$ cat config.mk
export PLATFORM = sky130hd
export DESIGN_NAME = vpfx_predecode
export DESIGN_NICKNAME = d
export VERILOG_FILES = /design/src/rtl/vpfx_pkg.sv /design/src/rtl/vpfx_pair_ctrl.sv /design/src/rtl/vpfx_space_sort.sv /design/src/rtl/vpfx_suffix_screen.sv /design/src/rtl/vpfx_predecode.sv
export SDC_FILE = /design/constraint.sdc
export NUM_CORES = 1
export LEC_CHECK = 0
export BUFFER_PORTS_ARGS = -buffer_cell sky130_fd_sc_hd__buf_2
export CAP_MARGIN = 20
export CORE_ASPECT_RATIO = 1.5
export CORE_MARGIN = 10
export CORE_UTILIZATION = 45
export CTS_CLUSTER_SIZE = 30
export DETAILED_ROUTE_END_ITERATION = 10
export PLACE_DENSITY_LB_ADDON = 0.15
export SLEW_MARGIN = 20
export SYNTH_ARGS = -nofsm -noshare
export SYNTH_HDL_FRONTEND = slang
export SYNTH_SLANG_ARGS = --single-unit
$ cat constraint.sdc
create_clock -name clk -period 3.5 [get_ports clk]
set_input_delay 0.175 -clock clk [delete_from_list [all_inputs] [get_ports clk]]
set_output_delay 0.175 -clock clk [all_outputs]
set_load 0.005 [all_outputs]
$ cat src/rtl/vpfx_pkg.sv
// Shared widths, opcode constants and code types for the prefixed-instruction
// pre-decoder. Assumes 32-bit instruction words, MSB-0 bit numbering.
package vpfx_pkg;

    localparam int WORD_W = 32;
    localparam int PO_W   = 6;
    localparam int XO_W   = 10;
    localparam int XO_LSB = 1;
    localparam int SEL_W  = WORD_W - PO_W;      // prefix bits 6..31

    localparam logic [PO_W-1:0] VEC_PFX_PO  = 6'd9;
    localparam logic [PO_W-1:0] WIDE_PFX_PO = 6'd1;

    typedef enum logic [3:0] {
        SP_PLAIN   = 4'd0,
        SP_WIDE    = 4'd1,
        SP_RSV57   = 4'd2,
        SP_XSCALAR = 4'd3,
        SP_XSINGLE = 4'd4,
        SP_XVECTOR = 4'd5,
        SP_RSV32   = 4'd6,
        SP_BSINGLE = 4'd7,
        SP_BVECTOR = 4'd8
    } space_e;

    typedef enum logic [2:0] {
        CL_NONE   = 3'd0,
        CL_ALU    = 3'd1,
        CL_CRLOG  = 3'd2,
        CL_LDST   = 3'd3,
        CL_BRCOND = 3'd4
    } class_e;

    typedef enum logic [1:0] {
        CA_NONE     = 2'd0,
        CA_RESERVED = 2'd1,
        CA_STACKED  = 2'd2,
        CA_UNVEC    = 2'd3
    } cause_e;

    typedef enum logic {
        ST_WORD   = 1'b0,
        ST_SUFFIX = 1'b1
    } pair_state_e;

endpackage

$ cat src/rtl/vpfx_pair_ctrl.sv
// Pairing control: decides whether an accepted word is a prefix to be held
// or completes a record. Assumes `take` is high only for an accepted word.
module vpfx_pair_ctrl
    import vpfx_pkg::*;
(
    input  logic              clk,
    input  logic              rst_n,
    input  logic              take,
    input  logic [WORD_W-1:0] word,
    output logic [WORD_W-1:0] hold_q,
    output logic              emit,
    output logic              pair
);

    pair_state_e       state_q;
    logic [PO_W-1:0]   po;
    logic              is_pfx;

    // Spot a prefix opcode in the offered word.
    always_comb begin
        po     = word[WORD_W-1 -: PO_W];
        is_pfx = (po == VEC_PFX_PO) || (po == WIDE_PFX_PO);
    end

    // A record leaves on every accepted word except a prefix taken while idle.
    always_comb begin
        pair = (state_q == ST_SUFFIX);
        emit = take && (pair || !is_pfx);
    end

    // Hold the prefix and step between the two waiting states.
    always_ff @(posedge clk) begin
        if (!rst_n) begin
            state_q <= ST_WORD;
            hold_q  <= '0;
        end else if (take) begin
            if (state_q == ST_WORD && is_pfx) begin
                state_q <= ST_SUFFIX;
                hold_q  <= word;
            end else begin
                state_q <= ST_WORD;
            end
        end
    end

endmodule

$ cat src/rtl/vpfx_space_sort.sv
// Encoding-space sorter: maps the held prefix selector bits and the first
// suffix bit onto a space code. Purely combinational.
module vpfx_space_sort
    import vpfx_pkg::*;
(
    input  logic             wide_pfx,
    input  logic [SEL_W-1:0] sel,
    input  logic             sfx_msb,
    output space_e           space,
    output logic             reserved,
    output logic             base_sfx
);

    logic b6, b7, tail_nz;

    // Pull out the selector bits (MSB-0 bit 6, bit 7, bits 8-31).
    always_comb begin
        b6      = sel[SEL_W-1];
        b7      = sel[SEL_W-2];
        tail_nz = |sel[SEL_W-3:0];
    end

    // Decision tree over the prefix bits and suffix bit 32.
    always_comb begin
        if (wide_pfx)         space = SP_WIDE;
        else if (!b6) begin
            if (!sfx_msb)     space = SP_RSV57;
            else if (b7)      space = SP_XVECTOR;
            else if (tail_nz) space = SP_XSINGLE;
            else              space = SP_XSCALAR;
        end else begin
            if (b7)           space = SP_BVECTOR;
            else if (tail_nz) space = SP_BSINGLE;
            else              space = SP_RSV32;
        end
    end

    // Flag reserved areas and areas whose suffix uses the base opcode map.
    always_comb begin
        reserved = (space == SP_RSV57) || (space == SP_XSINGLE) ||
                   (space == SP_RSV32) || (space == SP_BSINGLE);
        base_sfx = (space == SP_WIDE) || (space == SP_BSINGLE) ||
                   (space == SP_BVECTOR);
    end

endmodule

$ cat src/rtl/vpfx_suffix_screen.sv
// Suffix screen: coarse class of a base-map word, detection of words that
// must not be repeated, and detection of a prefix opcode in suffix position.
// Assumes the XO field sits at MSB-0 bits 21-30.
module vpfx_suffix_screen
    import vpfx_pkg::*;
#(
    parameter logic [PO_W-1:0] BC_PO      = 6'd16,
    parameter logic [PO_W-1:0] CRX_PO     = 6'd19,
    parameter logic [XO_W-1:0] BLR_XO     = 10'd16,
    parameter logic [XO_W-1:0] BCTR_XO    = 10'd528,
    parameter logic [PO_W-1:0] LDST_LO    = 6'd32,
    parameter logic [PO_W-1:0] LDST_HI    = 6'd55,
    parameter logic [PO_W-1:0] DS_LD_PO   = 6'd58,
    parameter logic [PO_W-1:0] DS_ST_PO   = 6'd62,
    parameter logic [PO_W-1:0] SYSCALL_PO = 6'd17,
    parameter logic [PO_W-1:0] XFORM_PO   = 6'd31,
    parameter int              N_XO       = 3,
    parameter logic [N_XO-1:0][XO_W-1:0] NOREP_XO = {10'd598, 10'd146, 10'd178}
) (
    input  logic [PO_W-1:0] po,
    input  logic [XO_W-1:0] xo,
    output class_e          cls,
    output logic            unvec,
    output logic            chain
);

    logic [N_XO-1:0] xo_hit;
    logic            is_br, is_cr, is_ls;

    // One comparator per unrepeatable extended opcode.
    for (genvar g = 0; g < N_XO; g++) begin : g_norep
        assign xo_hit[g] = (xo == NOREP_XO[g]);
    end

    // Class decision for a base-map word.
    always_comb begin
        is_br = (po == BC_PO) || ((po == CRX_PO) && ((xo == BLR_XO) || (xo == BCTR_XO)));
        is_cr = (po == CRX_PO) && !is_br;
        is_ls = ((po >= LDST_LO) && (po <= LDST_HI)) || (po == DS_LD_PO) || (po == DS_ST_PO);
        if (is_br)      cls = CL_BRCOND;
        else if (is_cr) cls = CL_CRLOG;
        else if (is_ls) cls = CL_LDST;
        else            cls = CL_ALU;
    end

    // Unrepeatable words and prefix opcodes in suffix position.
    always_comb begin
        unvec = (po == SYSCALL_PO) || ((po == XFORM_PO) && (|xo_hit));
        chain = (po == VEC_PFX_PO) || (po == WIDE_PFX_PO);
    end

endmodule

$ cat src/rtl/vpfx_predecode.sv
// Top of the prefixed-instruction pre-decoder. Accepts words on a
// valid/ready handshake, pairs prefixes with their suffix, and registers one
// classified record per instruction. Assumes the consumer may stall freely.
module vpfx_predecode
    import vpfx_pkg::*;
(
    input  logic              clk,
    input  logic              rst_n,
    input  logic              in_valid,
    output logic              in_ready,
    input  logic [WORD_W-1:0] in_word,
    output logic              out_valid,
    input  logic              out_ready,
    output logic [WORD_W-1:0] out_prefix,
    output logic [WORD_W-1:0] out_word,
    output logic [3:0]        out_space,
    output logic [2:0]        out_class,
    output logic              out_illegal,
    output logic [1:0]        out_cause
);

    logic              take, emit, pair;
    logic [WORD_W-1:0] held;
    space_e            sort_space;
    logic              sort_rsv, sort_base;
    class_e            scr_cls;
    logic              scr_unvec, scr_chain;

    logic [WORD_W-1:0] r_pfx;
    space_e            r_space;
    class_e            r_class;
    cause_e            r_cause;

    // Accept a word whenever the output slot is free or being drained.
    always_comb begin
        in_ready = !out_valid || out_ready;
        take     = in_valid && in_ready;
    end

    vpfx_pair_ctrl u_ctrl (
        .clk    (clk),
        .rst_n  (rst_n),
        .take   (take),
        .word   (in_word),
        .hold_q (held),
        .emit   (emit),
        .pair   (pair)
    );

    vpfx_space_sort u_sort (
        .wide_pfx (held[WORD_W-1 -: PO_W] == WIDE_PFX_PO),
        .sel      (held[SEL_W-1:0]),
        .sfx_msb  (in_word[WORD_W-1]),
        .space    (sort_space),
        .reserved (sort_rsv),
        .base_sfx (sort_base)
    );

    vpfx_suffix_screen u_screen (
        .po    (in_word[WORD_W-1 -: PO_W]),
        .xo    (in_word[XO_LSB +: XO_W]),
        .cls   (scr_cls),
        .unvec (scr_unvec),
        .chain (scr_chain)
    );

    // Assemble the record for the word being accepted, with cause priority.
    always_comb begin
        if (pair) begin
            r_pfx   = held;
            r_space = sort_space;
            r_class = sort_base ? scr_cls : CL_NONE;
            if (sort_rsv)                                  r_cause = CA_RESERVED;
            else if (scr_chain)                            r_cause = CA_STACKED;
            else if (sort_space == SP_BVECTOR && scr_unvec) r_cause = CA_UNVEC;
            else                                           r_cause = CA_NONE;
        end else begin
            r_pfx   = '0;
            r_space = SP_PLAIN;
            r_class = scr_cls;
            r_cause = CA_NONE;
        end
    end

    // Output record register with its valid flag.
    always_ff @(posedge clk) begin
        if (!rst_n) begin
            out_valid   <= 1'b0;
            out_prefix  <= '0;
            out_word    <= '0;
            out_space   <= SP_PLAIN;
            out_class   <= CL_NONE;
            out_illegal <= 1'b0;
            out_cause   <= CA_NONE;
        end else if (emit) begin
            out_valid   <= 1'b1;
            out_prefix  <= r_pfx;
            out_word    <= in_word;
            out_space   <= r_space;
            out_class   <= r_class;
            out_illegal <= (r_cause != CA_NONE);
            out_cause   <= r_cause;
        end else if (out_ready) begin
            out_valid   <= 1'b0;
        end
    end

endmodule

==> qor.yml <==
outcome:
  status: "complete, no violations"
route:
  wl_met1_um: 4610
  drc: 0
  drt_iter0_drc: 161
  dr.max_layer_used: "met4"
  vias_per_cell: 5.30
  wl_per_cell_um: 17.1
  vias: 3438
  route.met3.wl_um: 599
  ant_nets: 0
  drt_wl_total_um: 11100
  dr_wl_met2_um: 5750
  first_pass_iters: 4
pwr:
  power_mw: 2.48
  worst_ir_drop_vdd_v: 0.000290
  power_density_nw_per_um2: 498
  p_leak_nw: 2.15
synthesis:
  synth.most_common_cell: "nand2_1"
  async_flop_share: 0
  netlist_instances: 436
  yosysSeqAreaShare: 0.531
  yosysTopAreaCellShare: 0.531
  yosysTopAreaCell: "dfxtp_1"
  synth_fp_nets: 472
  yosysUniqueCellTypes: 42
  synthTopCellsByCount: "nand2_1 (131), dfxtp_1 (108), a21boi_0 (41), a22o_1 (32), clkbuf_1 (20)"
  synth_top_flop_cell: "dfxtp_1"
  avgSynthCellArea_um2: 9.34
  yosysWarnings: 0
  synth-seq-cells: 108
  yosys-top-cells-area: "dfxtp_1 (53%), nand2_1 (12%), a21boi_0 (7.6%), a22o_1 (6.9%), a21boi_1 (3.5%)"
  synth-edff-count: 0
  netlist_area_um2: 4070
setup_path:
  timing.rr.start: "out_valid$_SDFFE_PN0P_"
  worstPathRequired_ps: 3760
  crit_path_start_kind: "flip-flop"
  r2r_slack_ps: 1380
  arrival_ps: 2380
  worstPathMaxFanout: 18
  crit_path_end_kind: "flip-flop"
  worstSetupPathType: "flip-flop to flip-flop"
  critPathLaunch: "out_valid$_SDFFE_PN0P_"
cells_and_area:
  antenna_cells: 0
  syn2layout_area_growth_pct: 22.5
  fin_nets: 570
  drive_gt1_frac: 0.258
clock_tree:
  cts_sinks: 108
  clockBufferDepth: 2
  cts_tree: "yes"
  clk_latency_ps: 340
  postCtsHoldBufs: 0
  clk_pin_slew_ps: 70
  cts-root-buf: "clkbuf_16"
  numCtsBuffers: 9
  htree_num_levels: 3
  post-cts-setup-buffers: 0
  ctsResizeCount: 0
run:
  maxCapViolations: 0
die:
  die_y_um: 137
  die_w_um: 97.7
  start_util: 0.461
  core_area_um2: 8830
  die_area_um2: 13300
  io_pins: 112
  rows: 42
sta:
  hold_viol: 0
  post-route-min-period_ps: 2120
  setup_viol: 0
  rsz0062_at_grt: "false"
  finalCritPeriodShare: 0.607
  max_freq_mhz: 471
  worst_pin_slew_ps: 794
  drv_slew: 0
  slew_headroom: 0.470
  clock_skew_ps: 6.59
  finalSetupTns_ps: 0
  timing.hold.ws_ps: 72.6
grt:
  grt_pass1_vias: 3438
  antenna_found_initial: 0
  overflow: 0
  grt_max_degree: 69
  grt_pass1_wl_um: 18000
  grt_usage: 0.165
place:
  place.gp.congestion: 0.768
  dp_hpwl_um: 8120
  port_buffers: 111
min_path:
  hold_start: "in_word[14]"
  hp-class: "input pin to flip-flop"
## state kept, by name, indices dropped and copies added, names as in the netlist
signal	cells
out_word	32
out_cause	2
out_space	4
u_ctrl.hold_q	32
out_class	3
out_valid	1
u_ctrl.pair	1
out_illegal	1
out_prefix	32
## through the flow
stage / cell area [um^2] / utilization / setup slack (ps) / cells
finish: 4990 / 0.565 / 1380 / 649
global route: 4990 / 0.565 / 1180 / 649
CTS: 4990 / 0.565 / 1350 / 649
detailed placement: 4680 / 0.530 / 1260 / 633
global placement: 4680 / 0.530 / 1320 / 633
floorplan: 4070 / - / 1690 / 436
## cells by family after synthesis
group                  synth area share
AOI/OAI and AO/OA                 0.231
muxes                           0.00246
buffers and inverters            0.0378
and+or+nand+nor                   0.198
DFF                               0.531
## worst max-delay path: stages (launching register included)
cell and delay [ps]:
dfxtp_1 310, nand2b_1 250, nand2_1 220, nor2_2 670, buf_4 360, nand2_1 70
a21boi_0 160
## routing by layer
| metal | global-route usage | vias up |
|---|---|---|
| li1 | - | 1720 |
| met1 | 0.182 | 1622 |
| met2 | 0.293 | 85 |
| met3 | 0.0469 | 11 |
| met4 | 0.0600 | 0 |
| met5 | 0 | - |
## where the power goes
part	total, mW	leakage (nW)	internal (mW)	switching, mW
Clock	1.02	0.142	0.594	0.427
Sequential	1.27	0.876	1.26	0.0168
Combinational	0.186	1.13	0.0755	0.110
Total	2.48	2.15	1.93	0.553
## final timing paths
path | endpoint | cells past startpoint
worst max-delay path | out_word[18]$_SDFFE_PN0P_ | 6
worst min-delay path | u_ctrl.hold_q[14]$_SDFFE_PN0P_ | 3
worst max register to register | out_word[18]$_SDFFE_PN0P_ | 6
worst min register to register | out_space[2]$_SDFFE_PN0P_ | 2
## layout make-up
cell class | count | area [um^2]
fill | 845 | 3840
clock buffer | 13 | 260
timing repair buffer | 118 | 621
clock inverter | 3 | 45.0
tap | 110 | 138
sequential | 108 | 2160
multi-input combinational | 297 | 1760
## layout by cell type (no fill, tap or decap), drive strengths merged
| cell | count |
|---|---|
| o21bai | 2 |
| a22o | 32 |
| mux2i | 1 |
| clkbuf | 13 |
| a22oi | 1 |
| nor4b | 2 |
| and2b | 1 |
| nor4 | 8 |
| nand4 | 5 |
| bufinv | 1 |
| nand3b | 2 |
| nand2 | 131 |
| or4 | 2 |
| nand2b | 1 |
| or4b | 3 |
| nor3 | 3 |
| o21ai | 6 |
| o31ai | 3 |
| a21boi | 60 |
| nor2 | 5 |
| nor4bb | 1 |
| dfxtp | 108 |
| nor2b | 2 |
| o31a | 1 |
| and3 | 4 |
| o311ai | 1 |
| o211ai | 2 |
| o21a | 2 |
| or2 | 2 |
| buf | 118 |
| a21oi | 2 |
| a32o | 5 |
| nand3 | 3 |
| and2 | 3 |
| clkinvlp | 2 |
| a41oi | 1 |
Power figures use the tool's default switching activity.
